## config.mk

```make
export PLATFORM = sky130hd
export DESIGN_NAME = vga_text_ctrl
export DESIGN_NICKNAME = d
export VERILOG_FILES = /design/src/rtl/vtc_pkg.sv /design/src/rtl/vtc_mul_u.sv /design/src/rtl/vtc_raster_timer.sv /design/src/rtl/vtc_cell_fetch.sv /design/src/rtl/vtc_pixel_out.sv /design/src/rtl/vga_text_ctrl.sv
export SDC_FILE = /design/constraint.sdc
export NUM_CORES = 1
export LEC_CHECK = 0
export ABC_AREA = 0
export ABC_CLOCK_PERIOD_IN_PS = 15000
export BUFFER_PORTS_ARGS = -buffer_cell sky130_fd_sc_hd__buf_2
export CORE_MARGIN = 10
export CORE_UTILIZATION = 67
export DETAILED_ROUTE_END_ITERATION = 10
export GPL_ROUTABILITY_DRIVEN = 0
export MAX_ROUTING_LAYER = met4
export PLACE_DENSITY_LB_ADDON = 0.12
export SLEW_MARGIN = 20
export SYNTH_ARGS = -nofsm -noshare
export SYNTH_HDL_FRONTEND = slang
export SYNTH_SLANG_ARGS = --single-unit
```

## constraint.sdc

```tcl
create_clock -name clk -period 15 [get_ports clk]
set_input_delay 2.25 -clock clk [delete_from_list [all_inputs] [get_ports clk]]
set_output_delay 2.25 -clock clk [all_outputs]
set_load 0.02 [all_outputs]
```

## src/rtl/vtc_pkg.sv

```systemverilog
// Package: shared types and constants for the text raster generator.
// Assumes glyph rows are one byte wide and cells are eight pixels wide.
package vtc_pkg;
    localparam int GLYPH_W = 8;
    localparam int PHASE_W = 3;

    // Control bits that travel alongside the pixel data.
    typedef struct packed {
        logic hs_n;
        logic vs_n;
        logic act;
    } vtc_ctl_t;

    localparam vtc_ctl_t CTL_IDLE = '{hs_n: 1'b1, vs_n: 1'b1, act: 1'b0};
endpackage

```

## src/rtl/vtc_mul_u.sv

```systemverilog
// Unsigned shift-and-add multiplier, purely combinational.
// Assumes the product width is the sum of the operand widths.
module vtc_mul_u #(
    parameter int A_W = 8,
    parameter int B_W = 5,
    localparam int P_W = A_W + B_W
) (
    input  logic [A_W-1:0] a,
    input  logic [B_W-1:0] b,
    output logic [P_W-1:0] p
);
    logic [P_W-1:0] pp [B_W];

    // One shifted partial product per multiplier bit.
    for (genvar gi = 0; gi < B_W; gi++) begin : g_pp
        assign pp[gi] = b[gi] ? (P_W'(a) << gi) : '0;
    end

    // Add the partial products together.
    always_comb begin
        p = '0;
        for (int i = 0; i < B_W; i++) p = p + pp[i];
    end
endmodule

```

## src/rtl/vtc_raster_timer.sv

```systemverilog
// Raster timer: horizontal and vertical counters, the scanline-in-row
// counter, the text row base address, the per-frame height latch and
// the raw sync and blanking controls.
// Assumes H_ACTIVE is a multiple of 8 and that char_h is in 1..31.
module vtc_raster_timer #(
    parameter int H_ACTIVE = 640,
    parameter int H_FP     = 16,
    parameter int H_SYNC   = 96,
    parameter int H_BP     = 48,
    parameter int V_ACTIVE = 480,
    parameter int V_FP     = 10,
    parameter int V_SYNC   = 2,
    parameter int V_BP     = 33,
    parameter int ADDR_W   = 16,
    parameter int CH_W     = 5,
    localparam int H_TOTAL = H_ACTIVE + H_FP + H_SYNC + H_BP,
    localparam int V_TOTAL = V_ACTIVE + V_FP + V_SYNC + V_BP,
    localparam int HC_W    = $clog2(H_TOTAL),
    localparam int VC_W    = $clog2(V_TOTAL)
) (
    input  logic              clk,
    input  logic              rst_n,
    input  logic [CH_W-1:0]   char_h,
    output logic [HC_W-1:0]   hcnt,
    output logic [CH_W-1:0]   line,
    output logic [ADDR_W-1:0] row_base,
    output logic [CH_W-1:0]   yy_q,
    output logic              hs_raw,
    output logic              vs_raw,
    output logic              act_raw,
    output logic              fetch_en
);
    localparam int COLS = H_ACTIVE / 8;
    localparam logic [HC_W-1:0] H_LAST   = HC_W'(H_TOTAL - 1);
    localparam logic [HC_W-1:0] H_ACT_C  = HC_W'(H_ACTIVE);
    localparam logic [HC_W-1:0] HS_BEG   = HC_W'(H_ACTIVE + H_FP);
    localparam logic [HC_W-1:0] HS_END   = HC_W'(H_ACTIVE + H_FP + H_SYNC);
    localparam logic [VC_W-1:0] V_LAST   = VC_W'(V_TOTAL - 1);
    localparam logic [VC_W-1:0] V_ACT_C  = VC_W'(V_ACTIVE);
    localparam logic [VC_W-1:0] VS_BEG   = VC_W'(V_ACTIVE + V_FP);
    localparam logic [VC_W-1:0] VS_END   = VC_W'(V_ACTIVE + V_FP + V_SYNC);

    logic [VC_W-1:0] vcnt;
    logic [VC_W:0]   row_end;
    logic            line_end, frame_end, h_vis, v_vis;

    assign line_end  = (hcnt == H_LAST);
    assign frame_end = line_end && (vcnt == V_LAST);
    assign h_vis     = (hcnt < H_ACT_C);
    assign v_vis     = (vcnt < V_ACT_C);

    // Pixel and line counters.
    always_ff @(posedge clk) begin
        if (!rst_n) begin
            hcnt <= '0;
            vcnt <= '0;
        end else if (line_end) begin
            hcnt <= '0;
            vcnt <= (vcnt == V_LAST) ? '0 : vcnt + 1'b1;
        end else begin
            hcnt <= hcnt + 1'b1;
        end
    end

    // Scanline within the text row, row base address and height latch.
    always_ff @(posedge clk) begin
        if (!rst_n) begin
            line     <= '0;
            row_base <= '0;
            yy_q     <= char_h;
        end else if (frame_end) begin
            line     <= '0;
            row_base <= '0;
            yy_q     <= char_h;
        end else if (line_end && v_vis) begin
            if (line == yy_q - 1'b1) begin
                line     <= '0;
                row_base <= row_base + ADDR_W'(COLS);
            end else begin
                line <= line + 1'b1;
            end
        end
    end

    // Raw controls, decoded from the counters before the output delay.
    assign row_end  = {1'b0, vcnt} - (VC_W+1)'(line) + (VC_W+1)'(yy_q);
    assign fetch_en = h_vis && v_vis;
    assign act_raw  = fetch_en && (row_end <= (VC_W+1)'(V_ACTIVE));
    assign hs_raw   = !((hcnt >= HS_BEG) && (hcnt < HS_END));
    assign vs_raw   = !((vcnt >= VS_BEG) && (vcnt < VS_END));

    // at the end of a frame every frame-scoped counter returns to zero.
    a_r2_frame_wrap: assert property (@(posedge clk) disable iff (!rst_n)
        frame_end |=> (vcnt == '0) && (line == '0) && (row_base == '0));
    // the scanline counter stays below the latched cell height.
    a_r7_line_lt_height: assert property (@(posedge clk) disable iff (!rst_n)
        line < yy_q);
    // the height latch changes only on the cycle that starts a frame.
    a_r8_height_held: assert property (@(posedge clk) disable iff (!rst_n)
        !((hcnt == '0) && (vcnt == '0)) |-> $stable(yy_q));
endmodule

```

## src/rtl/vtc_cell_fetch.sv

```systemverilog
// Cell fetcher: uses two SRAM reads per 8-clock slot, first the
// character code and then that glyph's byte for the current scanline.
// Assumes the SRAM read is asynchronous, with data valid in the cycle
// after the address register loads.
module vtc_cell_fetch
    import vtc_pkg::*;
#(
    parameter int ADDR_W     = 16,
    parameter int GLYPH_BASE = 4096,
    parameter int CH_W       = 5,
    parameter int COL_W      = 7
) (
    input  logic               clk,
    input  logic               rst_n,
    input  logic               fetch_en,
    input  logic [PHASE_W-1:0] phase,
    input  logic [COL_W-1:0]   col,
    input  logic [ADDR_W-1:0]  row_base,
    input  logic [CH_W-1:0]    line,
    input  logic [CH_W-1:0]    yy_q,
    input  logic [GLYPH_W-1:0] sram_rdata,
    output logic [ADDR_W-1:0]  sram_addr,
    output logic [GLYPH_W-1:0] glyph_q
);
    logic [GLYPH_W-1:0]      code_q;
    logic [GLYPH_W+CH_W-1:0] glyph_off;

    vtc_mul_u #(.A_W(GLYPH_W), .B_W(CH_W)) mul_i (
        .a (code_q),
        .b (yy_q),
        .p (glyph_off)
    );

    // Slot sequence: text address, capture code, glyph address, capture glyph.
    always_ff @(posedge clk) begin
        if (!rst_n) begin
            sram_addr <= '0;
            code_q    <= '0;
            glyph_q   <= '0;
        end else if (fetch_en) begin
            case (phase)
                3'd0: sram_addr <= row_base + ADDR_W'(col);
                3'd1: code_q    <= sram_rdata;
                3'd2: sram_addr <= ADDR_W'(GLYPH_BASE) + ADDR_W'(glyph_off)
                                   + ADDR_W'(line);
                3'd4: glyph_q   <= sram_rdata;
                default: ;
            endcase
        end
    end

    // during the glyph part of a slot the address is in the glyph region.
    a_r4_glyph_region: assert property (@(posedge clk) disable iff (!rst_n)
        (fetch_en && (phase >= 3'd3)) |-> (sram_addr >= ADDR_W'(GLYPH_BASE)));
endmodule

```

## src/rtl/vtc_pixel_out.sv

```systemverilog
// Pixel output: shifts the glyph byte out MSB first and delays the
// sync and blanking controls by the same number of stages so they
// reach the pins together with the pixels.
// Assumes 'load' pulses on the last clock of each 8-clock slot.
module vtc_pixel_out
    import vtc_pkg::*;
#(
    parameter int LAT = 8
) (
    input  logic               clk,
    input  logic               rst_n,
    input  logic               load,
    input  logic [GLYPH_W-1:0] glyph,
    input  logic               hs_raw,
    input  logic               vs_raw,
    input  logic               act_raw,
    output logic               vga_hs_n,
    output logic               vga_vs_n,
    output logic               pix
);
    vtc_ctl_t           pipe [LAT];
    logic [GLYPH_W-1:0] shreg;

    // Delay chain for the controls; one register per stage.
    for (genvar gs = 0; gs < LAT; gs++) begin : g_stage
        always_ff @(posedge clk) begin
            if (!rst_n)       pipe[gs] <= CTL_IDLE;
            else if (gs == 0) pipe[gs] <= '{hs_n: hs_raw, vs_n: vs_raw, act: act_raw};
            else              pipe[gs] <= pipe[(gs == 0) ? 0 : gs-1];
        end
    end

    // Pixel shifter: load at the cell boundary, otherwise shift left.
    always_ff @(posedge clk) begin
        if (!rst_n)    shreg <= '0;
        else if (load) shreg <= glyph;
        else           shreg <= {shreg[GLYPH_W-2:0], 1'b0};
    end

    // Output registers: the syncs, and the blanked pixel.
    always_ff @(posedge clk) begin
        if (!rst_n) begin
            vga_hs_n <= 1'b1;
            vga_vs_n <= 1'b1;
            pix      <= 1'b0;
        end else begin
            vga_hs_n <= pipe[LAT-1].hs_n;
            vga_vs_n <= pipe[LAT-1].vs_n;
            pix      <= shreg[GLYPH_W-1] && pipe[LAT-1].act;
        end
    end
endmodule

```

## src/rtl/vga_text_ctrl.sv

```systemverilog
// Top level of the text raster generator. Connects the timer, the cell
// fetcher and the pixel output stage.
// Assumes one clock equals one pixel and the SRAM is dedicated to reads
// while this block owns its address bus.
module vga_text_ctrl
    import vtc_pkg::*;
#(
    parameter int H_ACTIVE   = 640,
    parameter int H_FP       = 16,
    parameter int H_SYNC     = 96,
    parameter int H_BP       = 48,
    parameter int V_ACTIVE   = 480,
    parameter int V_FP       = 10,
    parameter int V_SYNC     = 2,
    parameter int V_BP       = 33,
    parameter int ADDR_W     = 16,
    parameter int GLYPH_BASE = 4096,
    parameter int CH_W       = 5
) (
    input  logic              clk,
    input  logic              rst_n,
    input  logic [CH_W-1:0]   char_h,
    output logic [ADDR_W-1:0] sram_addr,
    input  logic [7:0]        sram_rdata,
    output logic              vga_hs_n,
    output logic              vga_vs_n,
    output logic              vga_r,
    output logic              vga_g,
    output logic              vga_b
);
    localparam int H_TOTAL = H_ACTIVE + H_FP + H_SYNC + H_BP;
    localparam int HC_W    = $clog2(H_TOTAL);
    localparam int COL_W   = HC_W - PHASE_W;
    localparam int LAT     = GLYPH_W;

    logic [HC_W-1:0]    hcnt;
    logic [CH_W-1:0]    line, yy_q;
    logic [ADDR_W-1:0]  row_base;
    logic [GLYPH_W-1:0] glyph_q;
    logic               hs_raw, vs_raw, act_raw, fetch_en, pix;

    vtc_raster_timer #(
        .H_ACTIVE(H_ACTIVE), .H_FP(H_FP), .H_SYNC(H_SYNC), .H_BP(H_BP),
        .V_ACTIVE(V_ACTIVE), .V_FP(V_FP), .V_SYNC(V_SYNC), .V_BP(V_BP),
        .ADDR_W(ADDR_W), .CH_W(CH_W)
    ) timer_i (
        .clk(clk), .rst_n(rst_n), .char_h(char_h), .hcnt(hcnt),
        .line(line), .row_base(row_base), .yy_q(yy_q), .hs_raw(hs_raw),
        .vs_raw(vs_raw), .act_raw(act_raw), .fetch_en(fetch_en)
    );

    vtc_cell_fetch #(
        .ADDR_W(ADDR_W), .GLYPH_BASE(GLYPH_BASE), .CH_W(CH_W), .COL_W(COL_W)
    ) fetch_i (
        .clk(clk), .rst_n(rst_n), .fetch_en(fetch_en),
        .phase(hcnt[PHASE_W-1:0]), .col(hcnt[HC_W-1:PHASE_W]),
        .row_base(row_base), .line(line), .yy_q(yy_q),
        .sram_rdata(sram_rdata), .sram_addr(sram_addr), .glyph_q(glyph_q)
    );

    vtc_pixel_out #(.LAT(LAT)) pixel_i (
        .clk(clk), .rst_n(rst_n), .load(hcnt[PHASE_W-1:0] == 3'd7),
        .glyph(glyph_q), .hs_raw(hs_raw), .vs_raw(vs_raw),
        .act_raw(act_raw), .vga_hs_n(vga_hs_n), .vga_vs_n(vga_vs_n),
        .pix(pix)
    );

    assign vga_r = pix;
    assign vga_g = pix;
    assign vga_b = pix;

    // the colour lines are black while either sync pulse is active.
    a_r6_black_in_sync: assert property (@(posedge clk) disable iff (!rst_n)
        (!vga_hs_n || !vga_vs_n) |-> (!vga_r && !vga_g && !vga_b));
endmodule

```

==> results.py, run 1 <==
metrics = {
    "floorplan": {
        "io_pins": 36,
        "dieArea_mm2": 0.0145,
        "core-area_mm2": 0.00977,
        "rows": 36,
        "die_x_um": 120,
        "initial_core_util_pct": 68.9,
        "die_h_um": 120,
    },
    "critical_path": {
        "crit_required_ns": 15.28,
        "cp-end-kind": "flip-flop",
        "crit_path_max_incr_delay_ns": 0.54,
        "setup.worst_path.class": "reg2reg",
        "slowest_stage": "fa_1",
        "cp_max_fo": 10,
        "worstSetupStartpointType": "flip-flop",
        "cp.arrival_ns": 5.29,
        "crit_chain": "and2_1, ha_1, inv_1, fa_1, inv_1, a21oi_1, o21ai_0, a21o_1, a21o_1, xor2_1, fa_1, inv_1, fa_1, inv_1, ha_1, or2_2, o31a_1, xor2_1, nand4b_1, xnor2_1, a221oi_1, nor2_1",
        "reg2regPathDepth": 22,
        "path_common_cell": "inv_1",
    },
    "sta": {
        "maxSlewHeadroom_pct": 54.8,
        "setup_viol": 0,
        "rsz0062_at_grt": "no",
        "fin_setup_tns_ns": 0,
        "hold_violations": 0,
        "finalCritPeriodShare_pct": 33.4,
        "post-route-min-period_ns": 5.01,
        "final.setup.worst_slack_ns": 9.99,
        "tightestPinTransition_ns": 0.677,
        "hold_slack_ns": 0.406,
        "slew_violations": 0,
        "clock_skew_ns": 0.0113,
        "max_freq_ghz": 0.200,
    },
    "global_route": {
        "grt_pass1_vias": 5131,
        "track_usage_pct": 19.8,
        "grt_antenna_before_repair": 0,
        "grt_pass1_wl_um": 23400,
        "grt_max_degree": 39,
        "overflow": 0,
    },
    "clock_network": {
        "path_clk_slew_ns": 0.11,
        "clkSinkCount": 109,
        "cts_tree": "done",
        "cts_setup_buffers": 0,
        "cts_hold_buffers": 0,
        "htree_levels": 3,
        "clockRootBuffer": "clkbuf_8",
        "cts_buffer_depth": 2,
        "clk-insertion-delay-late_ns": 0.39,
        "cts_made_buffers": 9,
        "ctsResizeCount": 0,
    },
    "route": {
        "drt.antenna.violating_nets": 0,
        "routed_wl_um": 13400,
        "vias_per_cell": 5.59,
        "drtIter0Drc": 377,
        "vias": 5173,
        "drc": 0,
        "wl_per_cell_um": 14.5,
        "first_pass_iters": 4,
    },
    "logic_synthesis": {
        "synth_seq_cells": 109,
        "synth_most_common_cell": "dfxtp_1",
        "synth_cells": 767,
        "ys_types": 54,
        "avgSynthCellArea_um2": 8.78,
        "yosys-top-cells-area": "dfxtp_1 31%, ha_1 10%, fa_1 6.5%, xnor2_1 5.9%, nor2_1 4.5%",
        "synth_common_cells": "104 x dfxtp_1, 81 x nor2_1, 71 x inv_1",
        "synth_nets": 858,
        "netlist_area_mm2": 0.00673,
        "synth-main-ff-cell": "dfxtp_1",
        "synth_area_leader_cell": "dfxtp_1",
        "yosysSeqAreaShare_pct": 33.2,
        "async_flop_share_pct": 0,
        "synth_edf_count": 5,
        "synthDominantCellAreaShare_pct": 30.9,
        "yosysWarningCount": 0,
    },
    "final_layout": {
        "diodes": 0,
        "nFillCells": 769,
        "post_route_cells_drive_above_1_share_pct": 8.59,
        "final_cells": 925,
        "area_growth_pct": 6.78,
        "final_area_mm2": 0.00719,
        "nets": 878,
        "final_util_pct": 73.5,
    },
    "flow_run": {
        "maxCapViolCount": 0,
    },
    "place": {
        "dpl.hpwl_um": 10400,
        "pre_cts_ws_ns": 10.02,
        "dp_cells": 909,
        "post_dp_cell_area_mm2": 0.00697,
        "numPortBuffers": 35,
    },
    "pwr": {
        "irDropWorstVdd_mv": 0.0782,
        "power_mw": 0.580,
        "leakage_nw": 3.21,
        "powerDensity_mw_per_mm2": 80.7,
    },
    "min_path": {
        "min_path_type": "reg2reg",
        "hold_depth": 1,
    },
    "outcome": {
        "status": "complete, no violations",
    },
}
## final timing paths
path / slack (ns) / from / to
worst max-delay path: 9.99 / timer_i.yy_q[0] / fetch_i.sram_addr[10]
worst min-delay path: 0.41 / pixel_i.pipe[0][4] / pixel_i.pipe[0][7]
worst max register to register: 9.99 / timer_i.yy_q[0] / fetch_i.sram_addr[10]
worst min register to register: 0.41 / pixel_i.pipe[0][4] / pixel_i.pipe[0][7]
## power breakdown
group          total, mW  internal (mW)  leakage, nW  switching, mW
Combinational     0.0918         0.0363         2.21         0.0554
Clock              0.182         0.0745        0.107          0.107
Sequential         0.306          0.299        0.891        0.00746
## state kept, by name, indices dropped and copies added, names as in the netlist, 5 cells and up
| name | flops |
|---|---|
| fetch_i.code_q | 8 |
| fetch_i.glyph_q | 8 |
| fetch_i.sram_addr | 16 |
| pixel_i.pipe | 24 |
| pixel_i.shreg | 8 |
| timer_i.hcnt | 10 |
| timer_i.line | 5 |
| timer_i.row_base | 12 |
| timer_i.vcnt | 10 |
| timer_i.yy_q | 5 |
## critical path: cells and delay by family (launching register included)
| family | cells | cell delay [ns] |
|---|---|---|
| AO/OA/AOI/OAI | 6 | 1.07 |
| XOR/XNOR | 3 | 0.53 |
| adder cells (fa/ha/maj) | 5 | 1.84 |
| buffers and inverters | 4 | 0.22 |
| flip-flops | 1 | 0.53 |
| AND/OR/NAND/NOR | 4 | 0.72 |
## cell usage in the layout (no fill, tap or decap), types with 14 or more instances in the layout
cell type,count
nor3_1,19
mux2i_1,24
fa_1,22
nand2_1,45
o21ai_0,20
dfxtp_1,104
inv_1,71
ha_1,54
and2_1,39
xnor2_1,45
nor2_1,81
buf_2,35
nand2b_1,20
a21oi_1,37
xor2_1,26
nand3_1,14
## per-layer routing
layer	GRT usage (%)	part of all wire (%)
met4	7.32	2.4
met1	23.6	46
met5	-	0
met2	32.7	48
met3	3.91	4.1
## layout make-up
cell class	instances	area, µm²	area share [%]
well taps	133	166	2.32
clock inverters	6	62.6	0.870
flip-flops and latches	109	2230	31.1
inverters	71	267	3.71
clock buffers	10	149	2.07
repair buffers	38	198	2.75
multi-input cells	558	4110	57.2
## logic make-up (layout without fill, tap and decap cells)
| group | Yosys count | count (layout) | synth area share, % |
|---|---|---|---|
| buffers and inverters | 100 | 125 | 5.84 |
| xor gates and xnor gates | 71 | 71 | 9.24 |
| muxes | 24 | 24 | 3.57 |
| DFF | 109 | 109 | 33.2 |
| adders and majority gates | 76 | 76 | 16.6 |
| and+or+nand+nor | 278 | 278 | 21.6 |
| AOI/OAI and AO/OA | 109 | 109 | 10.1 |
(Power assumes the default switching activity.)
==> run 2: changes to the inputs <==
ABC_CLOCK_PERIOD_IN_PS = 5200   (was 15000)
CORE_UTILIZATION = 62   (was 67)
clock period = 5.2 ns   (was 15 ns; I/O delays follow)
==> results.py, run 2 (same netlist as run 1, synthesis figures left out) <==
metrics = {
    "pwr": {
        "powerDensity_mw_per_mm2": 234,
        "leakage_nw": 3.20,
        "irDropWorstVdd_mv": 0.200,
        "power_mw": 1.69,
    },
    "floorplan": {
        "dieArea_mm2": 0.0154,
        "core-area_mm2": 0.0105,
        "rows": 37,
        "die_x_um": 124,
        "initial_core_util_pct": 64.3,
        "die_h_um": 124,
        "io_pins": 36,
    },
    "global_route": {
        "overflow": 0,
        "grt_pass1_wl_um": 23600,
        "grt_max_degree": 39,
        "grt_pass1_vias": 4971,
        "track_usage_pct": 19.6,
        "grt_antenna_before_repair": 0,
    },
    "route": {
        "wl_met3_um": 704,
        "drtIter0Drc": 348,
        "drt-met1-wl_um": 6680,
        "met2_length_um": 6700,
        "wl_per_cell_um": 15.4,
        "top_layer": "met4",
        "vias": 5202,
        "drc": 0,
        "routed_wl_um": 14300,
        "first_pass_iters": 5,
        "drt.antenna.violating_nets": 0,
        "vias_per_cell": 5.60,
    },
    "clock_network": {
        "cts_made_buffers": 9,
        "cts_tree": "done",
        "clk-insertion-delay-late_ns": 0.40,
        "path_clk_slew_ns": 0.12,
        "cts_buffer_depth": 2,
        "clkSinkCount": 109,
        "clockRootBuffer": "clkbuf_8",
        "htree_levels": 3,
    },
    "critical_path": {
        "setup.worst_path.class": "reg2reg",
        "cp_max_fo": 6,
        "reg2regPathDepth": 22,
        "cp-end-kind": "flip-flop",
        "r2r_slack_ns": 0.32,
        "path_common_cell": "inv_1",
        "crit_required_ns": 5.49,
        "slowest_stage": "fa_1",
        "regToRegStartpoint": "timer_i.yy_q[0]",
        "crit_path_max_incr_delay_ns": 0.54,
        "cp.arrival_ns": 5.16,
        "crit_chain": "and2_1, ha_1, inv_1, fa_1, inv_1, a21oi_1, o21ai_1, a21o_1, a21o_1, xor2_1, fa_1, inv_1, fa_1, inv_1, ha_1, or2_2, o31a_1, xor2_2, nand4b_1, xnor2_1, a221oi_1, nor2_1",
        "r2r_end": "fetch_i.sram_addr[10]",
        "worstSetupStartpointType": "flip-flop",
    },
    "sta": {
        "post-route-min-period_ns": 4.88,
        "final.setup.worst_slack_ns": 0.325,
        "hold_violations": 0,
        "hold_slack_ns": 0.418,
        "max_freq_ghz": 0.205,
        "tightestPinTransition_ns": 0.719,
        "rsz0062_at_grt": "no",
        "clock_skew_ns": 0.0137,
        "slew_violations": 0,
        "setup_viol": 0,
        "fin_setup_tns_ns": 0,
        "finalCritPeriodShare_pct": 93.8,
        "maxSlewHeadroom_pct": 52.1,
    },
    "min_path": {
        "min_path_type": "reg2reg",
        "min_from": "pixel_i.pipe[1][10]",
        "hold_depth": 1,
        "min_to": "pixel_i.vga_vs_n",
    },
    "place": {
        "pre_cts_ws_ns": 0.142,
        "dpl.hpwl_um": 11000,
        "numPortBuffers": 35,
    },
    "final_layout": {
        "largest-register": "pixel_i.pipe",
        "post_route_cells_drive_above_1_share_pct": 9.33,
        "nets": 879,
        "multi_input_area_mm2": 0.00414,
        "layout_commonest_cell": "dfxtp_1",
        "nFillCells": 903,
        "diodes": 0,
        "ff_latch_area_mm2": 0.00223,
        "most-common-layout-cells": "104 x dfxtp_1, 81 x nor2_1, 71 x inv_1",
        "final_util_pct": 69.0,
        "largest_reg_flops": 24,
        "largestRegisters": "pixel_i.pipe: 24 flops, fetch_i.sram_addr: 16 flops, timer_i.row_base: 12 flops",
        "area_growth_pct": 7.30,
    },
    "outcome": {
        "status": "complete, no violations",
    },
    "flow_run": {
        "maxCapViolCount": 0,
    },
}
==> run 2: per-layer routing <==
layer / vias to the layer above / global-route usage, %
met4: 0 / 6.04
met3: 21 / 3.44
li1: 2604 / -
met1: 2456 / 25.3
met5: - / -
met2: 121 / 30.8
==> run 2: final cells by class <==
class	count	share of cell area, %
Clock buffer	10	1.91
Clock inverter	6	1.06
Inverter	71	3.69
Multi-Input combinational cell	558	57.2
Sequential cell	109	30.9
Tap cell	136	2.36
Timing Repair Buffer	39	2.84
==> run 2: report_power, final <==
part	total [mW]	internal [mW]	switching [mW]
registers	0.883	0.862	0.0211
clock network	0.528	0.204	0.323
logic	0.276	0.107	0.169
==> run 2: worst max path at each step <==
stage	depth (start not counted)	slack, ns	to	startpoint
2_1_floorplan	23	0.46	fetch_i.sram_addr[10]	timer_i.yy_q[1]
3_3_place_gp	22	0.36	fetch_i.sram_addr[10]	timer_i.yy_q[0]
3_5_place_dp	22	0.14	fetch_i.sram_addr[10]	timer_i.yy_q[0]
4_1_cts	22	0.13	fetch_i.sram_addr[10]	timer_i.yy_q[0]
5_1_grt	22	0.0007	fetch_i.sram_addr[12]	timer_i.yy_q[0]
6_report	22	0.32	fetch_i.sram_addr[10]	timer_i.yy_q[0]
==> run 2: per-stage QoR <==
| step | cells | cell area, µm² |
|---|---|---|
| 6_report | 929 | 7220 |
| 5_1_grt | 929 | 7220 |
| 4_1_cts | 927 | 7180 |
| 3_5_place_dp | 911 | 6970 |
| 3_3_place_gp | 911 | 6970 |
| 2_1_floorplan | 767 | 6730 |
==> run 2: critical path: cells and delay by family (launching register included) <==
| family | cells | cell delay [ns] |
|---|---|---|
| buffers and inverters | 4 | 0.23 |
| adder cells (fa/ha/maj) | 5 | 1.86 |
| flip-flops | 1 | 0.46 |
| AND/OR/NAND/NOR | 4 | 0.70 |
| XOR/XNOR | 3 | 0.49 |
| AO/OA/AOI/OAI | 6 | 1.03 |
==> run 2: repair_timing <==
action | CTS | global route
gates resized for setup | 0 | 6
hold buffers | 0 | 0
setup buffers | 0 | 2
setup endpoints to repair | 0 | 6
==> run 3: changes to the inputs <==
HOLD_SLACK_MARGIN = 0.08   (was default)
PLACE_DENSITY = 0.79   (was default)
PLACE_DENSITY_LB_ADDON = default   (was 0.12)
RECOVER_POWER = 50   (was default)
==> results.py, run 3 (same netlist as run 1, synthesis figures left out) <==
metrics = {
    "sta": {
        "hold_violations": 0,
        "post-route-min-period_ns": 4.87,
        "maxSlewHeadroom_pct": -7.68,
        "clock_skew_ns": 0.0138,
        "setup_viol": 0,
        "finalCritPeriodShare_pct": 93.7,
        "fin_setup_tns_ns": 0,
        "max_freq_ghz": 0.205,
        "slew_violations": 39,
        "rsz0062_at_grt": "no",
        "tightestPinTransition_ns": 1.62,
    },
    "route": {
        "drt.antenna.violating_nets": 0,
        "drc": 0,
        "drtIter0Drc": 390,
        "routed_wl_um": 14300,
        "vias_per_cell": 5.62,
        "first_pass_iters": 5,
        "vias": 5217,
        "wl_per_cell_um": 15.4,
    },
    "min_path": {
        "hold_depth": 1,
        "min_path_type": "reg2reg",
    },
    "final_layout": {
        "most-common-layout-cells": "104 x dfxtp_1, 81 x nor2_1, 71 x inv_1",
        "layout_commonest_cell": "dfxtp_1",
        "nets": 879,
        "final_cells": 928,
        "area_growth_pct": 6.08,
        "largest-register": "pixel_i.pipe",
        "largest_reg_flops": 24,
        "largestRegisters": "pixel_i.pipe: 24 flops, fetch_i.sram_addr: 16 flops, timer_i.row_base: 12 flops",
        "post_route_cells_drive_above_1_share_pct": 5.93,
        "diodes": 0,
    },
    "clock_network": {
        "cts_made_buffers": 9,
        "cts_hold_buffers": 0,
        "clockRootBuffer": "clkbuf_8",
        "cts_setup_buffers": 0,
        "cts_buffer_depth": 2,
        "ctsResizeCount": 0,
        "cts_tree": "done",
        "clkSinkCount": 109,
        "path_clk_slew_ns": 0.11,
        "clk-insertion-delay-late_ns": 0.38,
        "htree_levels": 3,
    },
    "pwr": {
        "power.share.sequential_pct": 54.3,
        "clock_power_share_pct": 29.1,
        "irDropWorstVdd_mv": 0.208,
        "swShare_pct": 29.6,
        "leakage_nw": 3.11,
        "powerDensity_mw_per_mm2": 228,
        "internal-power_mw": 1.14,
        "switchingPower_mw": 0.481,
        "comb_power_share_pct": 16.6,
    },
    "flow_run": {
        "maxCapViolCount": 1,
    },
    "global_route": {
        "grt_antenna_before_repair": 0,
        "grt_pass1_vias": 4976,
        "track_usage_pct": 19.5,
        "grt_pass1_wl_um": 23700,
        "overflow": 0,
        "grt_max_degree": 39,
    },
    "place": {
        "dpl.hpwl_um": 10900,
        "dp_cells": 913,
        "numPortBuffers": 35,
    },
    "critical_path": {
        "cp-end-kind": "flip-flop",
        "cp_max_fo": 6,
        "cp.arrival_ns": 5.14,
        "worstSetupStartpointType": "flip-flop",
        "crit_required_ns": 5.47,
        "setup.worst_path.class": "reg2reg",
        "r2r_slack_ns": 0.33,
        "reg2regPathDepth": 22,
    },
    "floorplan": {
        "die_h_um": 124,
        "io_pins": 36,
        "initial_core_util_pct": 64.3,
        "rows": 37,
        "dieArea_mm2": 0.0154,
        "die_x_um": 124,
        "core-area_mm2": 0.0105,
    },
    "outcome": {
        "violations": "capacitance limit, slew limit",
        "status": "finished, violations left",
    },
}
run 3: changes by cell type in the layout (fill, tap and decap cells not counted), sizes merged:
cell / before / now
clkbuf: 10 / 31
clkinv: 3 / 4
clkinvlp: 1 / 0
inv: 73 / 72
buf: 39 / 18
run 3: final cells by class:
| class | count | area, µm² |
|---|---|---|
| fillers | 885 | 3320 |
| flip-flops and latches | 109 | 2230 |
| well taps | 136 | 170 |
| inverters | 71 | 267 |
| multi-input cells | 558 | 4120 |
| clock inverters | 5 | 47.5 |
| repair buffers | 39 | 179 |
| clock buffers | 10 | 128 |
run 3: final timing paths:
| path | startpoint | to |
|---|---|---|
| max | fetch_i.code_q[0] | fetch_i.sram_addr[10] |
| min | pixel_i.pipe[0][11] | pixel_i.pipe[1][2] |
| max reg2reg | fetch_i.code_q[0] | fetch_i.sram_addr[10] |
| min reg2reg | pixel_i.pipe[0][11] | pixel_i.pipe[1][2] |
run 3: per-stage QoR:
stage	cell area, µm²	setup slack [ns]	hold slack [ns]	util, %	power [mW]
5_1_grt	7140	0.00472	0.424	68.2	1.70
2_1_floorplan	6730	0.463	0.386	-	1.10
6_report	7140	0.328	0.406	68.2	1.63
4_1_cts	7160	0.267	0.407	68.4	1.64
3_5_place_dp	6980	0.272	0.392	66.8	1.17
3_3_place_gp	6980	0.471	0.389	66.8	1.16
run 3: power groups by stage:
stage          clock (mW)  combinational (mW)  sequential (mW)
2_1_floorplan           0               0.197            0.904
3_3_place_gp            0               0.260            0.900
3_5_place_dp            0               0.269            0.902
4_1_cts             0.485               0.271            0.882
5_1_grt             0.509               0.302            0.886
6_report            0.472               0.270            0.883
run 3: worst max-delay path: stages, from the launching register on:
cell,delay (ns)
dfxtp_1,0.41
and2_1,0.16
ha_1,0.16
inv_1,0.06
fa_1,0.41
inv_1,0.08
a21oi_1,0.06
o21ai_1,0.20
a21o_1,0.18
a21o_1,0.16
xor2_1,0.10
fa_1,0.53
inv_1,0.05
fa_1,0.52
inv_1,0.04
ha_1,0.37
or2_2,0.30
o31a_1,0.14
xor2_1,0.22
nand4b_1,0.14
xnor2_1,0.15
a221oi_1,0.27
nor2_1,0.06
run 3: layer usage:
layer	share of wire, %	GRT usage [%]	vias up
met1	45	24.2	2448
met5	0	-	-
li1	-	-	2600
met2	47	31.5	148
met3	5.6	4.12	21
met4	1.6	5.32	0
